File: src/rtl/dma_pkg.sv
package dma_pkg;

    localparam int unsigned ADDR_W = 32;
    localparam int unsigned DATA_W = 32;
    localparam int unsigned NB_W   = 16;
    localparam int unsigned ITER_W = 8;

    typedef enum logic [1:0] {
        ST_IDLE  = 2'd0,
        ST_READ  = 2'd1,
        ST_WRITE = 2'd2
    } beat_state_e;

    typedef struct packed {
        logic half_irq_en;
        logic major_irq_en;
        logic auto_disable;
    } chan_ctrl_t;

endpackage

File: src/rtl/dma_minor_fsm.sv
module dma_minor_fsm
    import dma_pkg::*;
#(
    parameter int unsigned AW  = ADDR_W,
    parameter int unsigned DW  = DATA_W,
    parameter int unsigned NBW = NB_W
) (
    input  logic          clk,
    input  logic          rst,
    input  logic          launch,
    input  logic [AW-1:0] start_src,
    input  logic [AW-1:0] start_dst,
    input  logic [NBW-1:0] start_bytes,
    input  logic [DW-1:0] mem_rdata,
    output logic          mem_re,
    output logic          mem_we,
    output logic [AW-1:0] mem_addr,
    output logic [DW-1:0] mem_wdata,
    output logic          busy,
    output logic          fin,
    output logic [AW-1:0] fin_src,
    output logic [AW-1:0] fin_dst
);
    localparam int unsigned WORD_BYTES = DW / 8;
    localparam logic [NBW-1:0] STEP_NB = NBW'(WORD_BYTES);
    localparam logic [AW-1:0]  STEP_A  = AW'(WORD_BYTES);

    beat_state_e   state;
    logic [AW-1:0] src_q, dst_q;
    logic [NBW-1:0] left_q;

    always_ff @(posedge clk) begin
        if (rst) begin
            state  <= ST_IDLE;
            src_q  <= '0;
            dst_q  <= '0;
            left_q <= '0;
        end else begin
            unique case (state)
                ST_IDLE: if (launch) begin
                    state  <= ST_READ;
                    src_q  <= start_src;
                    dst_q  <= start_dst;
                    left_q <= start_bytes;
                end
                ST_READ: state <= ST_WRITE;
                ST_WRITE: begin
                    src_q  <= src_q + STEP_A;
                    dst_q  <= dst_q + STEP_A;
                    left_q <= left_q - STEP_NB;
                    state  <= (left_q == STEP_NB) ? ST_IDLE : ST_READ;
                end
                default: state <= ST_IDLE;
            endcase
        end
    end

    always_comb begin
        mem_re    = (state == ST_READ);
        mem_we    = (state == ST_WRITE);
        mem_addr  = (state == ST_WRITE) ? dst_q : src_q;
        mem_wdata = mem_rdata;
        busy      = (state != ST_IDLE);
        fin       = (state == ST_WRITE) && (left_q == STEP_NB);
        fin_src   = src_q + STEP_A;
        fin_dst   = dst_q + STEP_A;
    end

endmodule

File: src/rtl/dma_desc_ctl.sv
module dma_desc_ctl
    import dma_pkg::*;
#(
    parameter int unsigned AW  = ADDR_W,
    parameter int unsigned DW  = DATA_W,
    parameter int unsigned NBW = NB_W,
    parameter int unsigned IW  = ITER_W
) (
    input  logic           clk,
    input  logic           rst,
    input  logic           ld,
    input  logic [AW-1:0]  ld_saddr,
    input  logic [AW-1:0]  ld_daddr,
    input  logic [NBW-1:0] ld_nbytes,
    input  logic [IW-1:0]  ld_biter,
    input  chan_ctrl_t     ld_ctrl,
    input  logic           ld_req_en,
    input  logic           sw_start,
    input  logic           done_clr,
    input  logic           hw_req,
    input  logic           busy,
    input  logic           fin,
    input  logic [AW-1:0]  fin_src,
    input  logic [AW-1:0]  fin_dst,
    output logic           launch,
    output logic [AW-1:0]  saddr,
    output logic [AW-1:0]  daddr,
    output logic [NBW-1:0] nbytes,
    output logic [IW-1:0]  citer,
    output logic           start_bit,
    output logic           done,
    output logic           req_en,
    output logic           cfg_err,
    output logic           irq_half,
    output logic           irq_major
);
    localparam int unsigned LSB = $clog2(DW / 8);

    logic [IW-1:0] biter_q;
    chan_ctrl_t    ctrl_q;
    logic          pend_q;
    logic          want, nb_ok;
    logic [IW-1:0] citer_dec;

    always_comb begin
        want      = (start_bit || pend_q) && !busy;
        nb_ok     = (nbytes != '0) && (nbytes[LSB-1:0] == '0);
        launch    = want && nb_ok;
        citer_dec = citer - IW'(1);
    end

    always_ff @(posedge clk) begin
        if (rst) begin
            saddr     <= '0;
            daddr     <= '0;
            nbytes    <= '0;
            citer     <= '0;
            biter_q   <= '0;
            ctrl_q    <= '0;
            pend_q    <= 1'b0;
            start_bit <= 1'b0;
            done      <= 1'b0;
            req_en    <= 1'b0;
            cfg_err   <= 1'b0;
            irq_half  <= 1'b0;
            irq_major <= 1'b0;
        end else begin
            irq_half  <= 1'b0;
            irq_major <= 1'b0;
            if (ld && !busy) begin
                saddr   <= ld_saddr;
                daddr   <= ld_daddr;
                nbytes  <= ld_nbytes;
                citer   <= ld_biter;
                biter_q <= ld_biter;
                ctrl_q  <= ld_ctrl;
                req_en  <= ld_req_en;
                cfg_err <= 1'b0;
                pend_q  <= 1'b0;
            end
            if (want) begin
                start_bit <= 1'b0;
                pend_q    <= 1'b0;
                if (!nb_ok) cfg_err <= 1'b1;
            end
            if (sw_start) start_bit <= 1'b1;
            if (hw_req && req_en) pend_q <= 1'b1;
            if (done_clr) done <= 1'b0;
            if (fin) begin
                saddr <= fin_src;
                daddr <= fin_dst;
                if (citer == IW'(1)) begin
                    citer     <= biter_q;
                    done      <= 1'b1;
                    irq_major <= ctrl_q.major_irq_en;
                    if (ctrl_q.auto_disable) req_en <= 1'b0;
                end else begin
                    citer    <= citer_dec;
                    irq_half <= ctrl_q.half_irq_en && (citer_dec == (biter_q >> 1));
                end
            end
        end
    end

endmodule

File: src/rtl/dma_loop_engine.sv
module dma_loop_engine
    import dma_pkg::*;
#(
    parameter int unsigned AW  = ADDR_W,
    parameter int unsigned DW  = DATA_W,
    parameter int unsigned NBW = NB_W,
    parameter int unsigned IW  = ITER_W
) (
    input  logic           clk,
    input  logic           rst,
    input  logic           ld,
    input  logic [AW-1:0]  ld_saddr,
    input  logic [AW-1:0]  ld_daddr,
    input  logic [NBW-1:0] ld_nbytes,
    input  logic [IW-1:0]  ld_biter,
    input  logic           ld_half_en,
    input  logic           ld_major_en,
    input  logic           ld_auto_dis,
    input  logic           ld_req_en,
    input  logic           sw_start,
    input  logic           done_clr,
    input  logic           hw_req,
    output logic           mem_re,
    output logic           mem_we,
    output logic [AW-1:0]  mem_addr,
    output logic [DW-1:0]  mem_wdata,
    input  logic [DW-1:0]  mem_rdata,
    output logic [AW-1:0]  cur_saddr,
    output logic [AW-1:0]  cur_daddr,
    output logic [IW-1:0]  cur_citer,
    output logic           start_bit,
    output logic           active,
    output logic           done,
    output logic           req_en,
    output logic           cfg_err,
    output logic           irq_half,
    output logic           irq_major
);
    chan_ctrl_t     ctrl_in;
    logic           launch, fin;
    logic [AW-1:0]  fin_src, fin_dst;
    logic [NBW-1:0] nbytes;

    assign ctrl_in = '{half_irq_en: ld_half_en, major_irq_en: ld_major_en,
                       auto_disable: ld_auto_dis};

    dma_desc_ctl #(.AW(AW), .DW(DW), .NBW(NBW), .IW(IW)) u_desc (
        .clk(clk), .rst(rst), .ld(ld), .ld_saddr(ld_saddr), .ld_daddr(ld_daddr),
        .ld_nbytes(ld_nbytes), .ld_biter(ld_biter), .ld_ctrl(ctrl_in),
        .ld_req_en(ld_req_en), .sw_start(sw_start), .done_clr(done_clr),
        .hw_req(hw_req), .busy(active), .fin(fin), .fin_src(fin_src),
        .fin_dst(fin_dst), .launch(launch), .saddr(cur_saddr), .daddr(cur_daddr),
        .nbytes(nbytes), .citer(cur_citer), .start_bit(start_bit), .done(done),
        .req_en(req_en), .cfg_err(cfg_err), .irq_half(irq_half),
        .irq_major(irq_major)
    );

    dma_minor_fsm #(.AW(AW), .DW(DW), .NBW(NBW)) u_fsm (
        .clk(clk), .rst(rst), .launch(launch), .start_src(cur_saddr),
        .start_dst(cur_daddr), .start_bytes(nbytes), .mem_rdata(mem_rdata),
        .mem_re(mem_re), .mem_we(mem_we), .mem_addr(mem_addr),
        .mem_wdata(mem_wdata), .busy(active), .fin(fin), .fin_src(fin_src),
        .fin_dst(fin_dst)
    );

endmodule

File: config.mk
export PLATFORM = sky130hd
export DESIGN_NAME = dma_loop_engine
export DESIGN_NICKNAME = d
export VERILOG_FILES = /design/src/rtl/dma_pkg.sv /design/src/rtl/dma_minor_fsm.sv /design/src/rtl/dma_desc_ctl.sv /design/src/rtl/dma_loop_engine.sv
export SDC_FILE = /design/constraint.sdc
export NUM_CORES = 1
export LEC_CHECK = 0
export BUFFER_PORTS_ARGS = -buffer_cell sky130_fd_sc_hd__buf_2
export CORE_MARGIN = 2
export CORE_UTILIZATION = 45
export CTS_CLUSTER_DIAMETER = 30
export DETAILED_ROUTE_END_ITERATION = 10
export GPL_TIMING_DRIVEN = 0
export PLACE_DENSITY = 0.69
export SLEW_MARGIN = 15
export SYNTH_ARGS = -nofsm -noshare
export SYNTH_HDL_FRONTEND = slang
export SYNTH_SLANG_ARGS = --single-unit
File: constraint.sdc
create_clock -name clk -period 3.2 [get_ports clk]
set_input_delay 0.64 -clock clk [delete_from_list [all_inputs] [get_ports clk]]
set_output_delay 0.64 -clock clk [all_outputs]
set_load 0.02 [all_outputs]
==> results of run 1 <==
[stage by stage]
stage               total power [mW]  setup WS [ps]
floorplan                       3.48            738
global placement                3.98           -252
detailed placement              4.00           -252
CTS                             6.22           19.7
global route                    6.46           2.75
finish                          6.28           66.5
[timing repair]
| action | CTS | global route |
|---|---|---|
| gates resized for setup | 12 | 14 |
| setup endpoints to repair | 33 | 57 |
| pin swaps | 0 | 0 |
| buffers inserted | 0 | 3 |
[final timing paths]
kind,endpoint,cells after the start,from,slack (ps)
setup / recovery,mem_addr[16],6,u_fsm.state[0],70
hold / removal,u_desc.start_bit,3,sw_start,400
setup reg to reg,u_desc.daddr[26],7,u_fsm.left_q[8],80
hold reg to reg,u_desc.req_en,1,u_desc.ctrl_q[0],440
[worst max-delay path: stages, from the launching register on]
cell	delay (ps)
dfxtp_1	350
nand2b_2	230
clkbuf_1	470
clkbuf_4	450
nand2_1	80
o21ai_0	200
buf_2	250
[cell type report]
type                            count  area [um2]  area share (%)
Antenna cell                        1        2.50          0.0196
Buffer                            150         744            5.82
Clock buffer                       17         425            3.32
Clock inverter                     14         184            1.44
Inverter                           14        56.3           0.440
Multi-Input combinational cell   1020        6000            46.9
Sequential cell                   188        3760            29.4
Tap cell                          313         392            3.06
Timing Repair Buffer              244        1230            9.60
[flip-flops by register name (all words and copies together) (netlist names)]
signal,flops
u_desc.saddr,32
u_fsm.state,2
u_desc.pend_q,1
u_desc.req_en,1
u_desc.daddr,32
u_desc.irq_major,1
u_desc.cfg_err,1
u_desc.biter_q,8
u_desc.done,1
u_desc.start_bit,1
u_desc.citer,8
u_desc.ctrl_q,3
u_fsm.dst_q,32
u_fsm.left_q,16
u_fsm.src_q,32
u_desc.nbytes,16
u_desc.irq_half,1
[cell usage in the layout (no fill, tap or decap), types with 5 or more instances in the layout]
cell type	count
nand2_1	264
buf_2	249
dfxtp_1	188
a21oi_1	112
clkbuf_1	91
nor2_1	71
o21ai_0	64
a31oi_1	49
nand3_1	42
xor2_1	40
buf_4	35
a211oi_1	33
and3_1	30
nand4_1	30
or3_1	27
nor3_1	27
a211oi_2	27
xnor2_1	23
and2_1	21
mux2i_1	19
a22oi_1	19
nor4_1	17
clkbuf_16	17
inv_1	13
mux2_2	9
clkbuf_2	8
or4_1	8
o21a_1	8
a41oi_1	8
and4_1	7
o211ai_1	6
ha_1	6
a32oi_1	5
[per-layer routing]
layer  share of wire (%)  wire length [um]  vias to the layer above
li1                    -                 -                     5408
met1                  39             16500                     5599
met2                  45             19100                      814
met3                  12              4990                      133
met4                 4.5              1930                        0
met5                   0                 0                        -
[kinds of logic after synthesis]
logic type	Yosys count
flops	188
compound gates	359
xor+xnor	65
buf+inv	166
simple gates	562
fa+ha+maj	6
mux	28
[power by group through the flow]
stage / Sequential [mW] / Combinational, mW / Clock, mW
finish: 2.65 / 1.34 / 2.28
global route: 2.67 / 1.43 / 2.36
CTS: 2.64 / 1.31 / 2.27
detailed placement: 2.70 / 1.30 / 0
global placement: 2.69 / 1.28 / 0
floorplan: 2.74 / 0.743 / 0
==> results.py, run 1 <==
metrics = {
    "worst_setup_path": {
        "crit_fanout": 19,
        "critPathLaunchType": "register",
        "crit_arrival_ps": 2490,
        "setup.worst_path.end_class": "primary output",
        "path_class": "reg2out",
        "critical_path_required_ps": 2560,
    },
    "pwr": {
        "p_per_area_nw_per_um2": 490,
        "power_frac_comb_pct": 21.4,
        "ir_worst_vdd_mv": 0.331,
        "seqPwrFrac_pct": 42.3,
        "swShare_pct": 33.1,
        "clock_power_share_pct": 36.4,
        "power.internal_mw": 4.20,
        "p_sw_mw": 2.08,
        "p_leak_nw": 5.19,
    },
    "clocking": {
        "cts_tree": "done",
        "htree_levels": 4,
        "clockBufferDepth": 2,
        "cts_hold_buf": 0,
        "numCtsBuffers": 17,
        "clock_latency_ps": 450,
        "root_buffer": "clkbuf_16",
        "cts.clk_slew.worst_paths_ps": 70,
        "cts.sinks": 188,
    },
    "logic_synthesis": {
        "ys.flop_type": "dfxtp_1",
        "synthTopCellsByCount": "nand2_1, dfxtp_1, a21oi_1, clkbuf_1, nor2_1",
        "async_flop_share_pct": 0,
        "ys_warn_count": 0,
        "synthTopCellsByArea": "dfxtp_1, nand2_1, a21oi_1, clkbuf_1, xor2_1",
        "synth_top_area_cell": "dfxtp_1",
        "synth_fa_ha_area_share_pct": 0.713,
        "yosysTopAreaCellShare_pct": 35.7,
        "synth_xor_area_share_pct": 5.68,
        "synth.most_common_cell": "nand2_1",
        "synth_top_family_by_area": "simple AND/OR/NAND/NOR gates",
        "ys_ff_latch": 188,
        "postSynthCellCount": 1374,
        "syn_nets": 1510,
        "synthesis.area_um2": 10500,
        "synth.distinct_cells": 58,
        "synth_edf_count": 0,
        "synth_area_per_cell_um2": 7.67,
        "ys_seq_area_share_pct": 35.7,
        "synth_compound_area_share_pct": 22.5,
        "synthMuxAreaShare_pct": 2.77,
        "yosys.area_share.simple_pct": 25.2,
    },
    "floorplan": {
        "chipWidth_um": 157,
        "io_pins": 275,
        "die_h_um": 157,
        "row_count": 55,
        "fp.dieArea_um2": 24700,
        "start_util_pct": 46.3,
        "core_um2": 22800,
    },
    "drt": {
        "dr.pass1.iters": 8,
        "antenna_left": 0,
        "routed_wl_mm": 42.5,
        "wl_per_cell_um": 21.7,
        "vias": 12000,
        "drc": 0,
        "viasPerCell": 6.10,
        "dr.first_iter.drc_count": 1482,
    },
    "placed_design": {
        "post-place-cells": 1928,
        "dpl.hpwl_mm": 31.2,
        "portBuffers": 241,
        "place.gp.congestion": 1.04,
        "dpl-instance-area_um2": 12100,
    },
    "timing": {
        "period_needed_ps": 3130,
        "worst_pin_slew_ps": 1110,
        "tns_ps": 0,
        "maxSlewViolCount": 0,
        "finalSetupViolations": 0,
        "finalHoldViolations": 0,
        "fin_crit_sh_pct": 97.9,
        "rsz0062_at_grt": "false",
        "max_freq_ghz": 0.319,
        "skew_ps": 11.0,
        "worst_hold_slack_ps": 399,
        "relSlewSlack_pct": 25.7,
    },
    "min_path": {
        "min_path_type": "in2reg",
    },
    "finish": {
        "fin_nets": 1771,
        "fin_cells": 1961,
        "finalCoreUtilization_pct": 56.2,
        "drive_above_1_share_pct": 23.1,
        "fin_area_um2": 12800,
        "synthToLayoutAreaGrowth_pct": 21.5,
        "fillers": 2262,
    },
    "grt": {
        "grtUsageMet2_pct": 53.3,
        "grtUsageTotal_pct": 33.6,
        "top_usage_layer": "met2",
        "grt_pass1_vias": 10800,
        "antenna_found_initial": 0,
        "grt_overflow_total": 0,
        "use_met1_pct": 44.4,
        "use_met3_pct": 6.64,
        "grt_pass1_wl_mm": 62.6,
        "grt_start_max_net_pins": 20,
    },
    "flow_run": {
        "maxCapViolCount": 0,
    },
    "run_status": {
        "outcome": "completed",
    },
}
Note: power is estimated with default switching activity, not from simulation.
==> run 2, diff against run 1 <==
--- a/config.mk
+++ b/config.mk
@@ -7,11 +7,11 @@
 export LEC_CHECK = 0
 export BUFFER_PORTS_ARGS = -buffer_cell sky130_fd_sc_hd__buf_2
 export CORE_MARGIN = 2
-export CORE_UTILIZATION = 45
+export CORE_UTILIZATION = 54
 export CTS_CLUSTER_DIAMETER = 30
 export DETAILED_ROUTE_END_ITERATION = 10
 export GPL_TIMING_DRIVEN = 0
-export PLACE_DENSITY = 0.69
+export PLACE_DENSITY = 0.8
 export SLEW_MARGIN = 15
 export SYNTH_ARGS = -nofsm -noshare
 export SYNTH_HDL_FRONTEND = slang
==> run 2 against run 1 <==
  * The run now ends with setup timing left
  * Worst hold slack improved by 15 ps
  * Wire length decreased by 2.6%
  * Non-clock buffer count decreased by 2
  * Sequential share of layout area increased by 0.23 points
  * Via count decreased by 0.35%
  * Critical path type is now reg2reg
  * Setup slack got worse by 100 ps
  * Die area decreased by 16%
  * Critical path depth increased by 2
==> results.py, run 2 (synthesis results as in run 1) <==
metrics = {
    "run_status": {
        "outcome": "complete, but fails checks",
        "violations": "setup timing",
    },
    "floorplan": {
        "die_h_um": 144,
        "row_count": 51,
        "chipWidth_um": 144,
        "io_pins": 275,
        "start_util_pct": 54.5,
        "core_um2": 19300,
        "fp.dieArea_um2": 20600,
    },
    "worst_setup_path": {
        "path_cells": "nor2_1, inv_1, nor4_1, and2_1, clkbuf_1, clkbuf_1, nand2_1, a31oi_1",
        "crit_fanout": 10,
        "critical_path_required_ps": 3570,
        "crit_arrival_ps": 3610,
        "critPathLaunchType": "register",
        "cpPeakStageDelay_ps": 770,
        "critPathSlowestCell": "clkbuf_1",
        "cpMostUsedCell": "clkbuf_1",
        "path_class": "reg2reg",
        "setup.worst_path.end_class": "register",
    },
    "drt": {
        "viasPerCell": 6.24,
        "dr.first_iter.drc_count": 1366,
        "dr.pass1.iters": 7,
        "drc": 0,
        "wl_per_cell_um": 21.7,
        "antenna_left": 0,
        "routed_wl_mm": 41.4,
        "vias": 11900,
    },
    "timing": {
        "layout_setup_ws_ps": -38.5,
        "period_needed_ps": 3240,
        "fin_crit_sh_pct": 101,
        "finalHoldViolations": 0,
        "rsz0062_at_grt": "true",
        "relSlewSlack_pct": 24.1,
        "maxSlewViolCount": 0,
        "max_freq_ghz": 0.309,
        "skew_ps": 12.8,
        "tns_ps": -73.4,
        "worst_pin_slew_ps": 1130,
        "finalSetupViolations": 3,
        "worst_hold_slack_ps": 414,
    },
    "placed_design": {
        "dpl-instance-area_um2": 12100,
        "dpl.hpwl_mm": 30.0,
        "dpl_worst_slack_ps": -216,
        "place.gp.congestion": 1.04,
        "post-place-cells": 1880,
        "portBuffers": 241,
    },
    "grt": {
        "grt_start_max_net_pins": 20,
        "grtUsageMet2_pct": 59.8,
        "use_met1_pct": 50.9,
        "antenna_found_initial": 0,
        "use_met3_pct": 8.93,
        "grtUsageTotal_pct": 39.1,
        "grt_overflow_total": 0,
        "top_usage_layer": "met2",
        "grt_pass1_wl_mm": 61.1,
        "grt_pass1_vias": 11000,
    },
    "clocking": {
        "root_buffer": "clkbuf_16",
        "cts.clk_slew.worst_paths_ps": 80,
        "cts.sinks": 188,
        "numCtsBuffers": 17,
        "clock_latency_ps": 450,
        "cts_tree": "done",
        "htree_levels": 4,
        "cts_hold_buf": 0,
        "clockBufferDepth": 2,
    },
    "finish": {
        "layout_commonest_cell": "nand2_1",
        "final_cell_mix": "nand2_1, buf_2, dfxtp_1",
        "diodes": 0,
        "synthToLayoutAreaGrowth_pct": 20.5,
        "fin_nets": 1769,
        "fin_area_um2": 12700,
        "drive_above_1_share_pct": 22.6,
        "finalCoreUtilization_pct": 65.7,
        "fin_cells": 1908,
    },
    "flow_run": {
        "maxCapViolCount": 0,
    },
    "pwr": {
        "ir_worst_vdd_mv": 0.365,
        "p_per_area_nw_per_um2": 489,
        "power_mw": 6.22,
        "p_leak_nw": 5.14,
    },
    "min_path": {
        "min_path_type": "in2reg",
    },
}
## run 2: metal layers
layer / share of wire (%) / vias up / wire (um)
li1: - / 5403 / -
met1: 38 / 5474 / 15900
met2: 43 / 870 / 18000
met3: 13 / 165 / 5270
met4: 5.5 / 0 / 2270
met5: 0 / - / 0
## run 2: area by class of cell
class / count / area [um2]
plain buffers: 150 / 736
repair buffers: 242 / 1210
clock buffers: 19 / 453
inverters: 14 / 56.3
fillers: 1802 / 6640
multi-input cells: 1020 / 6000
flip-flops and latches: 188 / 3760
well taps: 265 / 332
clock inverters: 10 / 144
## run 2: timing repair
action | in CTS | in global routing
buffers inserted | 1 | 0
setup endpoints to repair | 33 | 45
resized for setup | 10 | 7
## run 2: worst paths after layout
check | start | slack [ps] | cells after the start | endpoint
min | sw_start | 410 | 3 | u_desc.start_bit
min reg2reg | u_desc.ctrl_q[0] | 450 | 1 | u_desc.req_en
max | u_fsm.state[0] | -40 | 8 | u_fsm.src_q[27]
max reg2reg | u_fsm.state[0] | -40 | 8 | u_fsm.src_q[27]
## run 2: power breakdown
part	internal [mW]	switching [mW]	total [mW]	leakage (nW)
logic	0.461	0.872	1.33	3.33
registers	2.49	0.161	2.65	1.54
clock network	1.26	0.971	2.23	0.283
## run 2: worst max-delay path: cells and delay by family (launching register included)
kind	cells	cell delay, ps
DFF	1	320
buffers and inverters	3	1520
and+or+nand+nor	4	1110
AOI/OAI and AO/OA	1	200
==> run 3, diff against run 2 <==
--- a/config.mk
+++ b/config.mk
@@ -7,11 +7,12 @@
 export LEC_CHECK = 0
 export BUFFER_PORTS_ARGS = -buffer_cell sky130_fd_sc_hd__buf_2
 export CORE_MARGIN = 2
-export CORE_UTILIZATION = 54
+export CORE_UTILIZATION = 55
+export CTS_BUF_LIST = sky130_fd_sc_hd__clkbuf_4 sky130_fd_sc_hd__clkbuf_8
 export CTS_CLUSTER_DIAMETER = 30
 export DETAILED_ROUTE_END_ITERATION = 10
 export GPL_TIMING_DRIVEN = 0
-export PLACE_DENSITY = 0.8
+export PLACE_DENSITY = 0.82
 export SLEW_MARGIN = 15
 export SYNTH_ARGS = -nofsm -noshare
 export SYNTH_HDL_FRONTEND = slang
==> run 3 against run 2 <==
  * The flow now finishes without violations
  * Total power shrank 10%
  * Clock-buffer cell count shrank 2
  * Combinational power is essentially flat
  * Cell area shrank 1.9%
  * Wire length shrank 1.4%
  * Critical path depth shrank 2
  * First-iteration DRC count grew 3.1%
  * Die area shrank 1.8%
  * Clock skew grew 1.9 ps
  * Utilization grew 0.72 points
  * Critical path type is now reg2out
  * Largest power group unchanged
  * Highest routed layer unchanged
==> results.py, run 3 (synthesis results as in run 1) <==
metrics = {
    "finish": {
        "fin_cells": 1880,
        "final_cell_mix": "nand2_1, buf_2, dfxtp_1",
        "fin_nets": 1769,
        "diodes": 0,
        "fillers": 1712,
        "drive_above_1_share_pct": 23.1,
        "layout_commonest_cell": "nand2_1",
        "synthToLayoutAreaGrowth_pct": 18.3,
    },
    "worst_setup_path": {
        "critical_path_required_ps": 2560,
        "path_cells": "nand2b_2, clkbuf_4, clkbuf_2, buf_2, o21ai_0, buf_2",
        "path_class": "reg2out",
        "cpMostUsedCell": "buf_2",
        "setup.worst_path.end_class": "primary output",
        "cpPeakStageDelay_ps": 360,
        "crit_arrival_ps": 2510,
        "critPathLaunchType": "register",
        "critPathSlowestCell": "o21ai_0",
        "crit_fanout": 10,
    },
    "drt": {
        "dr.first_iter.drc_count": 1408,
        "met3_length_mm": 4.63,
        "antenna_left": 0,
        "met2WireLength_mm": 17.7,
        "routed_wl_mm": 40.8,
        "viasPerCell": 6.30,
        "wl_per_cell_um": 21.7,
        "dr.pass1.iters": 6,
        "met1Wirelength_mm": 15.9,
        "drc": 0,
        "vias": 11900,
        "routed.top_layer": "met4",
    },
    "grt": {
        "antenna_found_initial": 0,
        "grt_pass1_wl_mm": 61.2,
        "grtUsageTotal_pct": 39.6,
        "grt_start_max_net_pins": 20,
        "grt_overflow_total": 0,
        "grt_pass1_vias": 10900,
    },
    "timing": {
        "rsz0062_at_grt": "false",
        "max_freq_ghz": 0.318,
        "finalHoldViolations": 0,
        "relSlewSlack_pct": 26.9,
        "period_needed_ps": 3150,
        "worst_hold_slack_ps": 370,
        "maxSlewViolCount": 0,
        "skew_ps": 14.7,
        "fin_crit_sh_pct": 98.4,
        "finalSetupViolations": 0,
        "worst_pin_slew_ps": 1100,
        "layout_setup_ws_ps": 52.4,
    },
    "placed_design": {
        "place.gp.congestion": 1.01,
        "portBuffers": 241,
        "dpl.hpwl_mm": 30.0,
        "dpl_worst_slack_ps": -180,
        "post-place-cells": 1849,
    },
    "floorplan": {
        "core_um2": 18800,
        "chipWidth_um": 142,
        "start_util_pct": 56.1,
        "die_h_um": 142,
        "fp.dieArea_um2": 20300,
        "io_pins": 275,
        "row_count": 50,
    },
    "clocking": {
        "cts.clk_slew.worst_paths_ps": 120,
        "cts_tree": "done",
        "root_buffer": "clkbuf_8",
        "clock_latency_ps": 490,
        "htree_levels": 4,
        "clockBufferDepth": 2,
        "cts.sinks": 188,
        "numCtsBuffers": 17,
    },
    "pwr": {
        "p_leak_nw": 5.07,
        "ir_worst_vdd_mv": 0.325,
        "p_per_area_nw_per_um2": 447,
    },
    "min_path": {
        "min_path_type": "in2reg",
    },
    "flow_run": {
        "maxCapViolCount": 0,
    },
    "run_status": {
        "outcome": "completed",
    },
}
run 3: path summary, 6_finish.rpt:
check | start | end | slack, ps | cells after the start
worst max register to register | u_fsm.dst_q[2] | u_fsm.dst_q[28] | 160 | 7
worst min-delay path | ld_nbytes[4] | u_desc.nbytes[4] | 370 | 3
worst min register to register | u_desc.ctrl_q[0] | u_desc.req_en | 450 | 1
worst max-delay path | u_fsm.state[0] | mem_addr[16] | 50 | 6
run 3: layer usage:
| metal | global-route usage [%] | vias to the layer above |
|---|---|---|
| met5 | 0 | - |
| met3 | 8.21 | 193 |
| met1 | 51.4 | 5444 |
| met4 | 23.9 | 0 |
| li1 | - | 5400 |
| met2 | 60.6 | 816 |
run 3: per-stage QoR:
| stage | util [%] | power [mW] | instance area [um2] | setup TNS (ps) |
|---|---|---|---|---|
| 6_report | 66.4 | 5.58 | 12500 | 0 |
| 2_1_floorplan | - | 3.48 | 10500 | 0 |
| 4_1_cts | 66.3 | 5.52 | 12400 | 0 |
| 5_1_grt | 66.4 | 5.75 | 12500 | 0 |
| 3_3_place_gp | 64.1 | 3.96 | 12000 | -1260 |
| 3_5_place_dp | 64.1 | 3.98 | 12000 | -1370 |
run 3: power by group:
part	internal, mW	switching [mW]
sequential	2.49	0.159
combinational	0.463	0.863
clock	0.581	1.02
total	3.53	2.04
run 3: worst max-delay path: cells and delay by family (launching register included):
family | cells | cell delay (ps)
buffers and inverters | 4 | 1050
AOI/OAI and AO/OA | 1 | 360
DFF | 1 | 340
and+or+nand+nor | 1 | 250
run 3: cell type report:
type                       count  area, um2  area share [%]
inverter                      14       56.3           0.452
clock buffer                  17        234            1.88
multi-input combinational   1020       6010            48.2
timing repair buffer         242       1210            9.74
clock inverter                15        153            1.22
sequential                   188       3760            30.2
tap                          234        293            2.35
buffer                       150        742            5.95
run 3: repair_timing:
item / CTS / global route
endpoints found under the setup margin: 33 / 48
gates resized for setup: 12 / 14
setup buffers: 1 / 0
pin swaps: 0 / 0
hold buffers: 0 / 0
